==> config.mk <==
export PLATFORM = sky130hd
export DESIGN_NAME = fbfly_route_sel
export DESIGN_NICKNAME = d
export VERILOG_FILES = /design/src/rtl/fbfly_route_sel.sv
export SDC_FILE = /design/constraint.sdc
export NUM_CORES = 1
export LEC_CHECK = 0
export ABC_AREA = 1
export CAP_MARGIN = 10
export CELL_PAD_IN_SITES_DETAIL_PLACEMENT = 1
export CELL_PAD_IN_SITES_GLOBAL_PLACEMENT = 1
export CORE_UTILIZATION = 39
export CTS_CLUSTER_SIZE = 10
export DETAILED_ROUTE_END_ITERATION = 16
export PLACE_DENSITY_LB_ADDON = 0.1
export SLEW_MARGIN = 0
export SYNTH_ARGS = -nofsm -noshare
export SYNTH_HDL_FRONTEND = slang
export SYNTH_SLANG_ARGS = --single-unit
export TNS_END_PERCENT = 20
==> constraint.sdc <==
create_clock -name clk -period 13.2 [get_ports clk]
set_input_delay 2.64 -clock clk [delete_from_list [all_inputs] [get_ports clk]]
set_output_delay 2.64 -clock clk [all_outputs]
set_load 0.01 [all_outputs]
==> src/rtl/fbfly_route_sel.sv <==
module fbfly_route_sel #(
  parameter int CW = 2,
  parameter int TW = 2,
  parameter int QW = 4,
  localparam int NT = 1 << TW,
  localparam int K  = 1 << CW,
  localparam int NL = K - 1,
  localparam int NQ = 2 * NL,
  localparam int NP = NT + NQ,
  localparam int PW = $clog2(NP)
) (
  input  logic                 clk,
  input  logic                 rst_n,
  input  logic                 in_valid,
  input  logic                 in_head,
  input  logic                 in_tail,
  input  logic                 in_fresh,
  input  logic                 in_vc,
  input  logic [CW-1:0]        in_mid_x,
  input  logic [CW-1:0]        in_mid_y,
  input  logic [2*CW+TW-1:0]   in_dst,
  input  logic [CW-1:0]        cur_x,
  input  logic [CW-1:0]        cur_y,
  input  logic [CW-1:0]        rnd_x,
  input  logic [CW-1:0]        rnd_y,
  input  logic [NQ*QW-1:0]     q_depth,
  output logic                 rt_valid,
  output logic [PW-1:0]        rt_port,
  output logic                 rt_vc,
  output logic [CW-1:0]        rt_mid_x,
  output logic [CW-1:0]        rt_mid_y
);
  localparam int CSW = QW + 3;

  function automatic logic [PW-1:0] link_port(input logic [CW-1:0] t, input logic [CW-1:0] c,
                                              input logic ydim);
    logic [CW-1:0] idx;
    idx = (t < c) ? t : t - 1'b1;
    return PW'(NT) + (ydim ? PW'(NL) : PW'(0)) + PW'(idx);
  endfunction

  function automatic logic [PW-1:0] step(input logic [CW-1:0] tx, input logic [CW-1:0] ty,
                                         input logic [TW-1:0] term);
    if (tx != cur_x)      return link_port(tx, cur_x, 1'b0);
    else if (ty != cur_y) return link_port(ty, cur_y, 1'b1);
    else                  return PW'(term);
  endfunction

  function automatic logic [1:0] hops(input logic [CW-1:0] ax, input logic [CW-1:0] ay,
                                      input logic [CW-1:0] bx, input logic [CW-1:0] by);
    return {1'b0, ax != bx} + {1'b0, ay != by};
  endfunction

  function automatic logic [QW-1:0] qof(input logic [PW-1:0] p);
    logic [QW-1:0] r;
    r = '0;
    for (int i = 0; i < NQ; i++)
      if (p == PW'(NT + i)) r = q_depth[i*QW +: QW];
    return r;
  endfunction

  logic [CW-1:0] dst_x, dst_y;
  logic [TW-1:0] dst_t;
  assign dst_t = in_dst[TW-1:0];
  assign dst_x = in_dst[TW +: CW];
  assign dst_y = in_dst[TW+CW +: CW];

  logic [PW-1:0] min_port, mid_port, rnd_port;
  assign min_port = step(dst_x, dst_y, dst_t);
  assign mid_port = step(in_mid_x, in_mid_y, '0);
  assign rnd_port = step(rnd_x, rnd_y, '0);

  logic at_mid, rnd_self;
  assign at_mid   = (in_mid_x == cur_x) && (in_mid_y == cur_y);
  assign rnd_self = (rnd_x == cur_x) && (rnd_y == cur_y);

  logic [CSW-1:0] cost_min, cost_nm;
  assign cost_min = CSW'(qof(min_port)) * CSW'(hops(cur_x, cur_y, dst_x, dst_y));
  assign cost_nm  = CSW'(qof(rnd_port)) *
                    (CSW'(hops(cur_x, cur_y, rnd_x, rnd_y)) + CSW'(hops(rnd_x, rnd_y, dst_x, dst_y)));

  logic go_nm;
  assign go_nm = in_fresh ? (!rnd_self && (cost_min > cost_nm)) : (!in_vc && !at_mid);

  logic busy;

  always_ff @(posedge clk) begin
    if (!rst_n) begin
      rt_valid <= 1'b0;
      rt_port  <= '0;
      rt_vc    <= 1'b0;
      rt_mid_x <= '0;
      rt_mid_y <= '0;
      busy     <= 1'b0;
    end else if (in_valid && in_head) begin
      rt_valid <= 1'b1;
      rt_port  <= go_nm ? (in_fresh ? rnd_port : mid_port) : min_port;
      rt_vc    <= !go_nm;
      rt_mid_x <= (in_fresh && go_nm) ? rnd_x : in_mid_x;
      rt_mid_y <= (in_fresh && go_nm) ? rnd_y : in_mid_y;
      busy     <= !in_tail;
    end else if (in_valid && busy) begin
      rt_valid <= 1'b1;
      busy     <= !in_tail;
    end else begin
      rt_valid <= 1'b0;
    end
  end

  AST_PORT_LEGAL: assert property (@(posedge clk) disable iff (!rst_n)
    rt_valid |-> (rt_port < PW'(NP)));
  AST_LOCAL_EJECT: assert property (@(posedge clk) disable iff (!rst_n)
    in_valid && in_head && (in_fresh || in_vc || at_mid) && dst_x == cur_x && dst_y == cur_y
    |=> rt_port == PW'($past(dst_t)) && rt_vc);
  AST_SELF_MID_MIN: assert property (@(posedge clk) disable iff (!rst_n)
    in_valid && in_head && in_fresh && rnd_self |=> rt_vc);
  AST_NM_LEG_NETWORK: assert property (@(posedge clk) disable iff (!rst_n)
    rt_valid && !rt_vc |-> rt_port >= PW'(NT));
  AST_VC1_STAYS: assert property (@(posedge clk) disable iff (!rst_n)
    in_valid && in_head && !in_fresh && in_vc |=> rt_vc);
  AST_BODY_REUSE: assert property (@(posedge clk) disable iff (!rst_n)
    in_valid && !in_head && busy |=> rt_valid && $stable(rt_port) && $stable(rt_vc));
  AST_ORPHAN_DROP: assert property (@(posedge clk) disable iff (!rst_n)
    in_valid && !in_head && !busy |=> !rt_valid);
endmodule

==> results.md, run 1 <==
- Synth area leaders: ha_1 16%, nand2_1 13%, inv_1 9.5%
- Final Max Tran Viols: 0
- Worst-case clock buffer depth: 2
- Post-synthesis sequential area ratio: 8.44%
- Crit start category: input pin
- Count leader, synth: nand2_1
- Remaining DRCs: 0
- Highest cell delay on the worst timing path: 0.63 ns
- Cts hold-fix bufs: 0
- Final Cycle Share: 58.5%
- Hold Path Class: register to register
- Number of diodes: 0
- Largest net degree at the start of global routing: 14
- Critical path buffer and inverter count: 5
- Max Fanout on Critical Path: 6
- Unrepaired setup endpoints after global routing: no
- Yosys top cell by area: ha_1
- LEAKAGE: 1.69 nW
- Cell family with most CP delay: adder cells
- Router iterations before antenna repair: 4
- Inst Count DP: 539
- Slew HR: 68.7%
- Final std cells w/o fill: 543
- Placed Area: 0.00328 mm2
- YS warnings: 0
- FF-to-FF End: rt_vc
- Clk_lat worst skew: 0.23 ns
- Initial drt markers: 48
- CTS Sinks: 11
- Core area: 0.00639 mm2
- Total GRT Usage: 22.3%
- Initial antenna violation count: 0
- Post-synthesis adder-cell area fraction: 20.1%
- Synth top area share: 16.3%
- Total gr overflow: 0
- Worst path required time: 13.31 ns
- DRT Wirelength: 7.51 mm
- Hold worst-path end: rt_valid
- # H-tree levels: 1
- Multiplexer area fraction after synthesis: 0%
- CTS clk-pin slew, worst paths: 0.05 ns
- Reg-to-Reg Start: rt_vc
- I/O Buffers: 58
- Maximum clock frequency: 129 MHz
- Critical path's most frequent cell: ha_1
- EDFF count, synth: 0
- Crit-path slowest cell: clkdlybuf4s50_1
- Synth async-reset ratio: 0%
- Vias/cell: 5.13
- Num CTS Buffers: 3
- Actual slew at the worst max-slew pin: 0.465 ns
- Top cells by count, synth: 93 x nand2_1, 66 x inv_1, 34 x ha_1
- Post-Synth XOR/XNOR Area: 3.36%
- Pwr dens: 110 mW/mm2
- Post-synthesis compound-gate area fraction: 15.3%
- Final hold vios: 0
- Die width: 83.8 um
- #FFs+latches synth: 11
- Post-CTS Setup Bufs: 0
- Clk root buf: clkbuf_8
- Sum of negative setup slack: 0 ns
- Post-Synthesis Cell Area: 0.00261 mm2
- Main flop type after synthesis: dfxtp_1
- First-pass GRT wire length: 12.9 mm
- Ports: 59
- CP endpoint kind: register
- Clock Skew: 0.000111 ns
- Layout area overhead: 27.4%
- Crit path kind: input pin to register
- Share of layout cells above drive strength 1: 13.1%
- Worst Hold Launch: busy
- WL/cell: 13.8 um
- Post-layout instance area: 0.00332 mm2
- Setup violators final: 0
- Vias in the first global route: 2859
- Setup slack, reg-to-reg: 12.51 ns
- Net Count, Synth: 494
- Cell count after synthesis: 406
- Post-route ant nets: 0
- Min-Delay Path Depth: 2
- Via Count: 2786
- CTS tree: built
- Initial Utilization: 40.9%
- Crit. path cell count: 26
- Fill count: 869
- Outcome: completed
- Avg Cell Area, Syn: 6.43 um2
- MaxCap Viol Count: 0
- Fin crit period: 7.72 ns
- Main combinational cell family by area after synthesis: simple AND/OR/NAND/NOR gates
- VDD IR max: 67.4 uV
- Placer congestion estimate: 0.885
- Die height: 83.8 um
- Die area: 0.00702 mm2
- Post-Synth Simple-Gate Area: 41.2%
- Cts repair resizes: 0
- Distinct cells, synth: 40
- DP HPWL: 6.79 mm
- Data arrival, critical path: 7.83 ns
- Row count: 29
- Nets: 555
- Worst Reg-to-Reg Cells: 4
sequential cells by signal, summed over array words and instances (netlist names):
name / flops
rt_mid_y: 2
busy: 1
rt_mid_x: 2
rt_vc: 1
rt_valid: 1
rt_port: 4
final cells by class:
class	instances	area [um2]	share of cell area [%]
Multi-Input combinational cell	318	2090	62.8
Sequential cell	11	220	6.63
Timing Repair Buffer	58	581	17.5
Clock buffer	4	45.0	1.36
Tap cell	77	96.3	2.90
Inverter	75	294	8.85
through the flow:
| step | util, % | hold WS (ns) | power (mW) | worst slack (ns) |
|---|---|---|---|---|
| detailed placement | 51.3 | 0.458 | 0.338 | 5.25 |
| finish | 52.0 | 0.458 | 0.367 | 5.48 |
| global placement | 51.3 | 0.454 | 0.327 | 5.36 |
| CTS | 52.0 | 0.466 | 0.373 | 5.47 |
| global route | 52.0 | 0.485 | 0.412 | 5.14 |
| floorplan | - | 0.437 | 0.255 | 6.29 |
routing by layer:
metal / wire (um) / global-route usage (%) / vias up
met1: 3610 / 28.6 / 1299
met4: 33 / 2.93 / 0
li1: - / - / 1434
met2: 3650 / 41.8 / 49
met3: 208 / 0.989 / 4
met5: 0 / 0 / -
worst max path at each step:
stage	from	end	slack, ns
after floorplan	cur_y[1]	rt_port[3]	6.29
after global placement	rnd_x[0]	rt_port[3]	5.36
after detailed placement	rnd_x[0]	rt_port[1]	5.25
after CTS	rnd_x[0]	rt_port[1]	5.47
after global routing	rnd_x[0]	rt_port[1]	5.14
final	rnd_x[0]	rt_port[1]	5.48
cells by family after synthesis:
kind of cell,count (synthesis)
flip-flops,11
XOR/XNOR,10
AO/OA/AOI/OAI,66
AND/OR/NAND/NOR,203
buffers and inverters,77
adder cells (fa/ha/maj),39
worst min-delay path, cell delays in order, from the launching register on:
cell,delay (ns)
dfxtp_1,0.31
nand2_1,0.05
a21oi_1,0.05
power by group:
group          switching (mW)  total [mW]  internal [mW]
Combinational           0.178       0.294          0.116
Clock                  0.0118      0.0330         0.0211
Sequential            0.00213      0.0398         0.0377
layout by cell type (no fill, tap or decap), drive strengths merged, types with 2 or more instances in the layout:
cell,Yosys,layout
nand2,114,114
inv,73,73
clkdlybuf4s50,0,58
nor2,40,40
ha,34,34
o21ai,34,34
nand3,33,33
a21oi,24,24
dfxtp,11,11
nand4,8,8
xor2,7,7
fa,5,5
clkbuf,2,4
xnor2,3,3
nor3,3,3
nand3b,3,3
o211ai,2,2
o21bai,2,2
a211oi,2,2
clkinv,2,2
(Power assumes the default switching activity.)
==> inputs of run 2 (changes only) <==
CORE_UTILIZATION = 32   (was 39)
clock period = 6.6 ns   (was 13.2 ns; I/O delays follow)
==> run 2 against run 1 <==
Net effect: non-clock buffer count up 5; combinational power up 110%; critical path depth up 6; power up 100%; hold slack better by 0.0058 ns; final area up 3.2%; clock skew about the same; flip-flop and latch count unchanged; global-route usage down 3.4 points; sequential power up 100%; via count down 1.5%; clock power up 100%; largest power group unchanged.
==> results.md, run 2 (synthesis gave the netlist of run 1 again) <==
- Net switching power: 393 uW (+100%)
- Num CTS Buffers: 3 (unchanged)
- Largest net degree at the start of global routing: 14 (unchanged)
- Die height: 92.3 um (+10%)
- Pwr dens: 219 mW/mm2 (+99%)
- PnR Total Power: 752 uW (+100%)
- Crit path kind: input pin to register
- Outcome: completed
- Actual slew at the worst max-slew pin: 0.452 ns (-0.0125 ns)
- Final Max Tran Viols: 0 (unchanged)
- Met2 GRT Util: 32.8% (-9.1 points)
- Cts hold-fix bufs: 0 (unchanged)
- GR Util met1: 26.4% (-2.2 points)
- CTS tree: built
- Int Pwr: 359 uW (+110%)
- Vias in the first global route: 2833 (-0.91%)
- Die width: 92.3 um (+10%)
- Most frequent cells in the layout: 93 x nand2_1, 66 x inv_1, 58 x clkdlybuf4s50_1, 33 x ha_1, 29 x nor2_1
- Setup violators final: 0 (unchanged)
- Layout area overhead: 31.5%
- Row count: 32 (+10%)
- Unrepaired setup endpoints after global routing: no
- Biggest regs: rt_port x4, rt_mid_x x2, rt_mid_y x2
- Clock Skew: 0.0000974 ns (-0.0000133 ns)
- Final Cycle Share: 94.1%
- Placer congestion estimate: 0.850 (-3.9%)
- First-pass GRT wire length: 13.0 mm (+1.0%)
- Die area: 0.00852 mm2 (+21%)
- Crit-path slowest cell: clkdlybuf4s50_1
- Worst-case clock buffer depth: 2 (unchanged)
- LEAKAGE: 1.72 nW (+1.6%)
- Initial antenna violation count: 0 (unchanged)
- Logic gate share of total power: 80.6% (+0.5 points)
- Total gr overflow: 0 (unchanged)
- Total GRT Usage: 18.9% (-3.4 points)
- Via Count: 2745 (-1.5%)
- Slew HR: 69.5% (+0.84 points)
- CTS Sinks: 11 (unchanged)
- Sequential Power Share: 10.6% (-0.3 points)
- Fill count: 1029 (+18%)
- Clk root buf: clkbuf_8
- Leading cell type in the layout, fill and taps excluded: nand2_1
- Remaining DRCs: 0 (unchanged)
- Initial drt markers: 66 (+38%)
- Cell family with most CP delay: adder cells
- WL/cell: 13.3 um (-4.2%)
- Critical path's most frequent cell: inv_1
- Share of layout cells above drive strength 1: 15.1% (+2.0 points)
- VDD IR max: 71.0 uV (+5.3%)
- Max Fanout on Critical Path: 6 (unchanged)
- MaxCap Viol Count: 0 (unchanged)
- Post-route ant nets: 0 (unchanged)
- Initial Utilization: 33.4% (-7.4 points)
- Global Route met3 Usage: 0.821% (-0.17 points)
- Max reg flops: 4 (unchanged)
- Sum of negative setup slack: 0 ns (unchanged)
- Critical path buffer and inverter count: 5 (unchanged)
- Maximum clock frequency: 161 MHz
- Highest cell delay on the worst timing path: 0.45 ns (-0.18 ns)
- Top reg by flops: rt_port
- # H-tree levels: 1 (unchanged)
- Vias/cell: 4.79 (-6.6%)
- CP endpoint kind: register
- Core area: 0.00781 mm2 (+22%)
- Clk_lat worst skew: 0.23 ns (about the same)
- GRT Max-Usage Layer: met2
- Data arrival, critical path: 6.34 ns (-1.49 ns)
- Worst path required time: 6.73 ns (-6.58 ns)
- Crit start category: input pin
- CTS clk-pin slew, worst paths: 0.05 ns (about the same)
- DP HPWL: 6.76 mm (-0.49%)
- Ports: 59 (unchanged)
- Clock share of power: 8.8% (-0.2 points)
- DRT Wirelength: 7.60 mm (+1.1%)
- Number of diodes: 0 (unchanged)
- Fin crit period: 6.21 ns
- Final hold vios: 0 (unchanged)
- Hold Path Class: register to register
- I/O Buffers: 58 (unchanged)
- Nets: 560 (+0.90%)
- Switch share: 52.3% (-0.086 points)
- Router iterations before antenna repair: 4 (unchanged)
## run 2: stage by stage
step	hold slack [ns]	util, %	cell area [um2]	std cells	worst slack [ns]
2_1_floorplan	0.437	-	2610	406	1.01
3_3_place_gp	0.453	42.8	3340	568	0.165
3_5_place_dp	0.458	42.8	3340	568	0.0929
4_1_cts	0.466	43.3	3380	572	0.307
5_1_grt	0.476	43.9	3430	573	0.0167
6_report	0.463	43.9	3430	573	0.388
## run 2: layout make-up
cell class              instances  area (um2)  area share, %
repair buffers                 63         618           18.0
well taps                     102         128           3.72
inverters                      75         294           8.57
multi-input cells             318        2130           62.0
flip-flops and latches         11         220           6.42
clock buffers                   4        45.0           1.31
## run 2: worst register-to-register path: cells and delay by family (launching register included)
kind | cells | cell delay (ns)
flops | 1 | 0.30
simple gates | 2 | 0.16
compound gates | 1 | 0.08
buf+inv | 1 | 0.05
## run 2: worst paths after layout
check,start,end,slack (ns),cells past startpoint
max,cur_y[1],rt_port[3],0.39,32
min,rt_port[2],rt_port[2],0.46,2
max reg2reg,rt_vc,rt_vc,5.90,4
min reg2reg,rt_port[2],rt_port[2],0.46,2
## run 2: power by group through the flow
stage               Sequential (mW)  Clock [mW]  Combinational [mW]
finish                       0.0797      0.0660               0.606
global route                 0.0808      0.0726               0.682
CTS                          0.0797      0.0677               0.602
detailed placement           0.0809           0               0.598
global placement             0.0807           0               0.581
floorplan                    0.0847           0               0.426
## run 2: layer usage
metal / vias up / part of all wire, % / wire, um
met5: - / 0 / 0
met4: 0 / 0.49 / 37
met3: 4 / 2.2 / 164
met2: 45 / 46 / 3520
met1: 1260 / 51 / 3870
li1: 1436 / - / -
## run 2: repair_timing
action / 4_1_cts / 5_1_grt
endpoints found under the hold margin: 0 / 0
gates resized for setup: 0 / 8
buffers inserted: 0 / 1
endpoints found under the setup margin: 0 / 6
